### src/rtl/qsel_pkg.sv
package qsel_pkg;

  // Address region selected by the two top effective-address bits.
  typedef enum logic [1:0] {
    RGN_LOW      = 2'd0,  // application space (own or host)
    RGN_GST_USER = 2'd1,  // guest application space, reached from hypervisor
    RGN_GST_KERN = 2'd2,  // guest kernel space, reached from hypervisor
    RGN_HIGH     = 2'd3   // kernel space, process 0
  } region_e;

endpackage

### src/rtl/qsel_decode.sv
module qsel_decode
  import qsel_pkg::*;
#(
  parameter int LPID_W = 12,
  parameter int PID_W  = 20
) (
  input  logic [1:0]        rgn_bits,
  input  logic              hv,
  input  logic              pr,
  input  logic [LPID_W-1:0] lpid_reg,
  input  logic [PID_W-1:0]  pid_reg,
  output logic [LPID_W-1:0] eff_lpid,
  output logic [PID_W-1:0]  eff_pid,
  output logic              stage2,
  output logic              fault
);

  region_e rgn;
  logic    lpid_nz;

  assign rgn     = region_e'(rgn_bits);
  assign lpid_nz = |lpid_reg;

  always_comb begin
    eff_lpid = '0;
    eff_pid  = '0;
    stage2   = 1'b0;
    fault    = 1'b0;
    if (hv) begin
      unique case (rgn)
        RGN_LOW: begin
          eff_pid = pid_reg;
        end
        RGN_HIGH: begin
          eff_pid = '0;
        end
        RGN_GST_USER: begin
          if (pr) begin
            fault = 1'b1;
          end else begin
            eff_lpid = lpid_reg;
            eff_pid  = pid_reg;
            stage2   = lpid_nz;
          end
        end
        RGN_GST_KERN: begin
          if (pr) begin
            fault = 1'b1;
          end else begin
            eff_lpid = lpid_reg;
            stage2   = lpid_nz;
          end
        end
        default: fault = 1'b1;
      endcase
    end else begin
      unique case (rgn)
        RGN_LOW: begin
          eff_lpid = lpid_reg;
          eff_pid  = pid_reg;
          stage2   = 1'b1;
        end
        RGN_HIGH: begin
          eff_lpid = lpid_reg;
          stage2   = 1'b1;
        end
        default: fault = 1'b1;
      endcase
    end
  end

endmodule

### src/rtl/qsel_outreg.sv
module qsel_outreg #(
  parameter int W = 8
) (
  input  logic         clk,
  input  logic         rst,
  input  logic         in_valid,
  output logic         in_ready,
  input  logic [W-1:0] in_data,
  output logic         out_valid,
  input  logic         out_ready,
  output logic [W-1:0] out_data
);

  logic take;

  assign in_ready = !out_valid || out_ready;
  assign take     = in_valid && in_ready;

  always_ff @(posedge clk) begin
    if (rst) begin
      out_valid <= 1'b0;
    end else if (in_ready) begin
      out_valid <= in_valid;
    end
  end

  always_ff @(posedge clk) begin
    if (take) begin
      out_data <= in_data;
    end
  end

endmodule

### src/rtl/qsel_ctx_select.sv
module qsel_ctx_select #(
  parameter int EA_W   = 64,
  parameter int LPID_W = 12,
  parameter int PID_W  = 20
) (
  input  logic              clk,
  input  logic              rst,
  input  logic              in_valid,
  output logic              in_ready,
  input  logic [EA_W-1:0]   in_ea,
  input  logic              in_hv,
  input  logic              in_pr,
  input  logic [LPID_W-1:0] in_lpid,
  input  logic [PID_W-1:0]  in_pid,
  output logic              out_valid,
  input  logic              out_ready,
  output logic [LPID_W-1:0] out_lpid,
  output logic [PID_W-1:0]  out_pid,
  output logic              out_stage2,
  output logic              out_fault
);

  localparam int CTX_W = LPID_W + PID_W + 2;

  logic [1:0]        rgn_bits;
  logic [LPID_W-1:0] d_lpid;
  logic [PID_W-1:0]  d_pid;
  logic              d_stage2;
  logic              d_fault;
  logic [CTX_W-1:0]  d_ctx;
  logic [CTX_W-1:0]  q_ctx;
  logic              unused_low_ea;

  assign rgn_bits      = in_ea[EA_W-1 -: 2];
  assign unused_low_ea = ^in_ea[EA_W-3:0];

  qsel_decode #(
    .LPID_W(LPID_W),
    .PID_W (PID_W)
  ) u_decode (
    .rgn_bits(rgn_bits),
    .hv      (in_hv),
    .pr      (in_pr),
    .lpid_reg(in_lpid),
    .pid_reg (in_pid),
    .eff_lpid(d_lpid),
    .eff_pid (d_pid),
    .stage2  (d_stage2),
    .fault   (d_fault)
  );

  assign d_ctx = {d_fault, d_stage2, d_lpid, d_pid};

  qsel_outreg #(
    .W(CTX_W)
  ) u_outreg (
    .clk      (clk),
    .rst      (rst),
    .in_valid (in_valid),
    .in_ready (in_ready),
    .in_data  (d_ctx),
    .out_valid(out_valid),
    .out_ready(out_ready),
    .out_data (q_ctx)
  );

  assign {out_fault, out_stage2, out_lpid, out_pid} = q_ctx;

endmodule

### config.mk
export PLATFORM = sky130hd
export DESIGN_NAME = qsel_ctx_select
export DESIGN_NICKNAME = d
export VERILOG_FILES = /design/src/rtl/qsel_pkg.sv /design/src/rtl/qsel_decode.sv /design/src/rtl/qsel_outreg.sv /design/src/rtl/qsel_ctx_select.sv
export SDC_FILE = /design/constraint.sdc
export NUM_CORES = 1
export LEC_CHECK = 0
export CAP_MARGIN = 15
export CORE_MARGIN = 2
export CORE_UTILIZATION = 29
export DETAILED_ROUTE_END_ITERATION = 16
export PLACE_DENSITY = 0.8
export SLEW_MARGIN = 5
export SYNTH_ARGS = -nofsm -noshare
export SYNTH_HDL_FRONTEND = slang
export SYNTH_SLANG_ARGS = --single-unit
### constraint.sdc
create_clock -name clk -period 2.4 [get_ports clk]
set_clock_uncertainty 0.2 [all_clocks]
set_input_delay 0.72 -clock clk [delete_from_list [all_inputs] [get_ports clk]]
set_output_delay 0.72 -clock clk [all_outputs]
set_load 0.005 [all_outputs]
# After elaboration in Yosys (flattened, before gate mapping)
# Cells that the tools add are included.
# W data, S select, Z words.
dict set report totals {
  register_bits 35
  in_bits 102
  elab_cells 28
}
dict set report op_classes {
  eq_ne 3
  mux 16
  reduce_logical 7
}
# cell n
set op_table {}
lappend op_table {{$mux W20} 3}
lappend op_table {{$mux W12} 4}
lappend op_table {{$pmux W20 S2} 1}
lappend op_table {{$reduce_or A12 Y1} 1}
lappend op_table {{$mux W1} 8}
lappend op_table {{$eq A2 B2 Y1 const B} 2}
lappend op_table {{$reduce_or A2 Y1} 2}
lappend op_table {{$eq A2 B1 Y1 const B} 1}
lappend op_table {{$logic_not A2 Y1} 1}
lappend op_table {{$logic_and A1 B1 Y1} 1}
lappend op_table {{$logic_not A1 Y1} 1}
lappend op_table {{$logic_or A1 B1 Y1} 1}

# Longest topological paths before layout
# Gate-level depths: netlist of the first run.
dict set report logic_depth {
  depth_word 4
  depth_mapped 6
}

# Cells and area by module
# Synthesis of the first run repeated with hierarchy kept, for this count alone.
dict set report hier_totals {
  hier_cells 88
  area_unflattened_um2 1386.3
}
# module n_inst cells_per_inst area_per_inst_um2 seq_area_each_um2
set by_module_without_submodules {}
lappend by_module_without_submodules {qsel_outreg 1 39 1076.0 1041.0}
lappend by_module_without_submodules {qsel_decode 1 49 310.3 0.0}

# Worst setup path before layout of the first run
# OpenSTA, ideal clock, no wires.
dict set report synth_path {
  path_kind {input-to-reg}
  startpoint {input out_ready}
  endpoint {register u_outreg.out_data[0], enable pin}
  setup_time_ns 0.394
  t_arrival_ns 1.718
  t_required_ns 1.806
  setup_slack_ns 0.088
  path_stages 2
  n_path_buf 0
  cell_sequence {nand2b_1 > and2_1}
}
dict set report synth_via {
  elab_chain_len 2
}
# item line
set synth_lines {}
lappend synth_lines {{start: declaration} qsel_ctx_select.sv:16} ;# input logic out_ready,
lappend synth_lines {{$logic_or A1 B1 Y1} qsel_outreg.sv:16} ;# assign in_ready = !out_valid || out_ready;
lappend synth_lines {{$logic_and A1 B1 Y1} qsel_outreg.sv:17} ;# assign take = in_valid && in_ready;
lappend synth_lines {{named net u_outreg.take} qsel_outreg.sv:14} ;# logic take;
lappend synth_lines {{end signal: assignment} qsel_outreg.sv:29} ;# out_data <= in_data;
lappend synth_lines {{end: declaration} qsel_outreg.sv:11} ;# output logic [W-1:0] out_data
# The timed path passes the listed nets, and every way through them passes these cells.
# A chain may end at the register's enable or synchronous reset.

# Final worst setup path of the first run
dict set report layout_path {
  startpoint {input out_ready}
  endpoint {output in_ready}
}
dict set report layout_via {
  elab_chain_len 1
}
# item line
set layout_lines {}
lappend layout_lines {{$logic_or A1 B1 Y1} qsel_outreg.sv:16}
lappend layout_lines {{end: declaration} qsel_ctx_select.sv:9} ;# output logic in_ready,
# No other way between the ends.

==> reports/results.txt, run 1 <==
The run finished with clean final reports. Counting instances in the post-synthesis netlist gives the leading cell types as sky130_fd_sc_hd__edfxtp_1 (34), sky130_fd_sc_hd__nor2b_1 (21), sky130_fd_sc_hd__and2_1 (12). After global routing the overflow that remains totals 0.

Dividing the detail-routed wire length by the instance count gives 12.1 µm. In this run the tool buffered the top-level ports with 75 buffer cells. The run gives 35 as the number of sinks handled by clock tree synthesis.

The tools report the number of diodes as 0. For the finished layout, the period the worst path requires is 2.31 ns. The total number of placement rows is 25. The clock passes through at most 2 buffers.

The total count of max-transition violations in the final report is 0, and the share of the clock period used by the worst path after layout is 0.962. Yosys printed 0 warnings. TritonCTS built the clock tree.

The number of filler instances in the final layout was 408. By area the synthesized netlist is led by sky130_fd_sc_hd__edfxtp_1 (74%), sky130_fd_sc_hd__nor2b_1 (9.6%), sky130_fd_sc_hd__and2_1 (5.5%), sky130_fd_sc_hd__ha_1 (1.8%), sky130_fd_sc_hd__dfxtp_1 (1.5%). Traced cell by cell, the critical path runs through clkdlybuf4s50_1, nand2b_4, buf_2. The tools report the first-pass GRT wire length as 4.29 mm. The number of nets handed over by synthesis was 192. Entering global routing, the biggest net connects 21 pins.

Sequential area share after synthesis: 0.758. The largest total area in the synthesized netlist belongs to sky130_fd_sc_hd__edfxtp_1. The number of setup violations in the final report came out at 0. For this run, the slowest stage of the critical path takes 0.45 ns. OpenSTA, run right after detailed placement, puts the worst setup slack at -0.317 ns. In the synthesized netlist, the number of instances is 88. The post-CTS resize count is 5.

The slowest stage of the critical path is the sky130_fd_sc_hd__clkdlybuf4s50_1 cell. The run gives 18 as the number of different library cells in the post-synthesis netlist. Once routing completed, OpenROAD measured the worst setup slack at 0.0901 ns. Data arrival time of the critical path: 1.39 ns.

The net count of the finished layout is 275. The average cell area after synthesis was 15.6 µm². The most critical setup path has its startpoint at out_ready.

The congestion estimate from routability-driven global placement came to 0.650. For the worst setup path, the data required time is 1.48 ns. The per-cell via count in the routed design came out at 4.28.

Of all nets on the critical path, the largest fanout is 3. For the placeable core region, the log shows 4630 µm². The clock tree synthesis step divided the H-tree into 2 levels. Across the run, the number of max-cap violations was 0. At the pin with the least slew margin, the transition time is 0.243 ns. The logs give 0.837 for the relative max-transition margin and 0.00135 W for the power after layout.

The number of buffer and inverter stages on the critical path works out to 2. The number of detailed-route iterations in the first pass was 3; the number of placed I/O pins was 138. Clock-pin slew was measured on the worst setup and hold paths at 0.07 ns. Number of buffers inserted during clock tree synthesis: 5. The gate family responsible for the most delay along the worst path is buffers and inverters. The tools report the number of hold violations in the final report as 0.

The share of the synthesized area in the top cell type came out at 0.743. The share of the core filled with cells in the final layout came out at 0.501. The last element of the critical path was in_ready. The number of stages on the worst hold path is 2, and the depth of the critical timing path with buffers and inverters included is 3. The end of the worst register-to-register path is u_outreg.out_data[2].

Power spread over the standard cell area amounts to 584 nW/µm². The run gives 5300 µm² as the overall die area. Hold timing on the final database bottoms out at a slack of 0.323 ns.

The logs give 0.844 nW for the total leakage power and 1.07 ns for the minimum setup slack among reg-to-reg paths. Synthesis inferred 35 register bits. Based on the critical path, the design can be clocked at up to 433 MHz. The run gives 0 as the hold buffer count at cts.

The tools report the source of the worst register-to-register timing path as u_outreg.out_valid. The antenna violation net count after detailed routing was 0. STA classifies the critical path startpoint as an input pin.

The tree is rooted in a sky130_fd_sc_hd__clkbuf_8. The worst-skew pair later-pin latency was 0.28 ns. For the initial antenna violation count, the log shows 0. In this run the horizontal extent of the chip is 72.8 µm. In this run the cell area measured after placement is 2230 µm². For the final wirelength, the log shows 2.74 mm. The tools report the DRC marker count from the first detailed-route iteration as 20. In the synthesized netlist the dominant register cell turns out to be sky130_fd_sc_hd__edfxtp_1. The critical path is of the in2out type. Count of flip-flops with a built-in enable after synthesis: 34. Via count of the first global-routing pass: 970. Classification of the worst-slack hold path: reg2reg. Async set-reset flop share out of synthesis: 0. Setup repair after global routing left no endpoint under its margin. Counting cells, the worst reg-to-reg path comes to 3. The tools report the post-CTS setup buffer count as 0.

The area growth from synthesis to layout is 68.7%. Share of final-layout standard cells stronger than drive strength 1: 0.0814. The most frequently used cell type in the post-synthesis netlist was sky130_fd_sc_hd__edfxtp_1. The die height is 72.8 µm. The synthesized netlist occupies a cell area of 1370 µm². The finished cells cover 2320 µm². The count of unresolved DRC violations after routing is 0.

The tools report the total routing resource utilization after global routing as 0.111. The tools report the number of vias after detailed routing as 967. The highest ir drop seen on vdd is 383 µV, and the starting density of the core is 0.297. The endpoint type of the worst setup path was a primary output.
[worst min path at each step]
stage	startpoint	end	slack, ns
floorplan	u_outreg.out_valid	u_outreg.out_valid	0.32
global placement	u_outreg.out_valid	u_outreg.out_valid	0.30
detailed placement	u_outreg.out_valid	u_outreg.out_valid	0.34
CTS	u_outreg.out_valid	u_outreg.out_valid	0.33
global route	u_outreg.out_valid	u_outreg.out_valid	0.35
finish	u_outreg.out_valid	u_outreg.out_valid	0.32
[metal layers]
| layer | wire, µm | track usage | share of wire |
|---|---|---|---|
| met4 | 72 | 0.0617 | 0.026 |
| met3 | 180 | 0.0387 | 0.066 |
| met5 | 0 | 0 | 0 |
| met2 | 1510 | 0.211 | 0.55 |
| met1 | 982 | 0.101 | 0.36 |
[layout by cell type (no fill, tap or decap), drive strengths merged, types with 2 or more instances in the layout]
master / instances
clkdlybuf4s50: 74
edfxtp: 34
nor2b: 22
and2: 13
clkbuf: 7
buf: 5
inv: 3
a21oi: 2
nor4: 2
ha: 2
[flip-flops by register name (all words and copies together), names as in the netlist]
| register | cells |
|---|---|
| u_outreg.out_valid | 1 |
| u_outreg.out_data | 34 |
[where the power goes]
part | switching, W | total [W] | leakage [nW] | internal (W)
logic | 0.0000704 | 0.000227 | 0.454 | 0.000156
registers | 0.0000114 | 0.000733 | 0.348 | 0.000722
clock network | 0.000191 | 0.000394 | 0.0422 | 0.000203
total | 0.000273 | 0.00135 | 0.844 | 0.00108
[stage by stage]
stage,std cells,setup TNS [ns]
after global routing,226,0
after floorplan,88,0
after detailed placement,218,-2.09
after global placement,218,-1.91
after CTS,226,0
final,226,0
[cell families after synthesis]
logic type,share of synthesized area
fa+ha+maj,0.0182
buf+inv,0.0182
compound gates,0.0191
flops,0.758
simple gates,0.187
[final cells by class]
type | count | area [µm²] | share of cell area
timing repair buffer | 79 | 801 | 0.346
sequential | 35 | 1040 | 0.449
clock buffer | 7 | 76.3 | 0.0329
multi-input combinational | 47 | 315 | 0.136
tap | 54 | 67.6 | 0.0292
clock inverter | 1 | 5.00 | 0.00216
inverter | 3 | 11.3 | 0.00486
[worst reg2reg max path, cell delays in order, from the launching register on]
cell and delay (ns):
sky130_fd_sc_hd__dfxtp_1 0.34, sky130_fd_sc_hd__nand2b_4 0.08, sky130_fd_sc_hd__and2_1 0.23, sky130_fd_sc_hd__buf_12 0.19
No activity file was read; power rests on OpenSTA's default activity.
==> inputs of run 2 (changes only) <==
- CTS_CLUSTER_DIAMETER: not set -> 60
==> results of run 2 <==
Same layout as run 1: the final DEF is identical, and so are final timing and power.
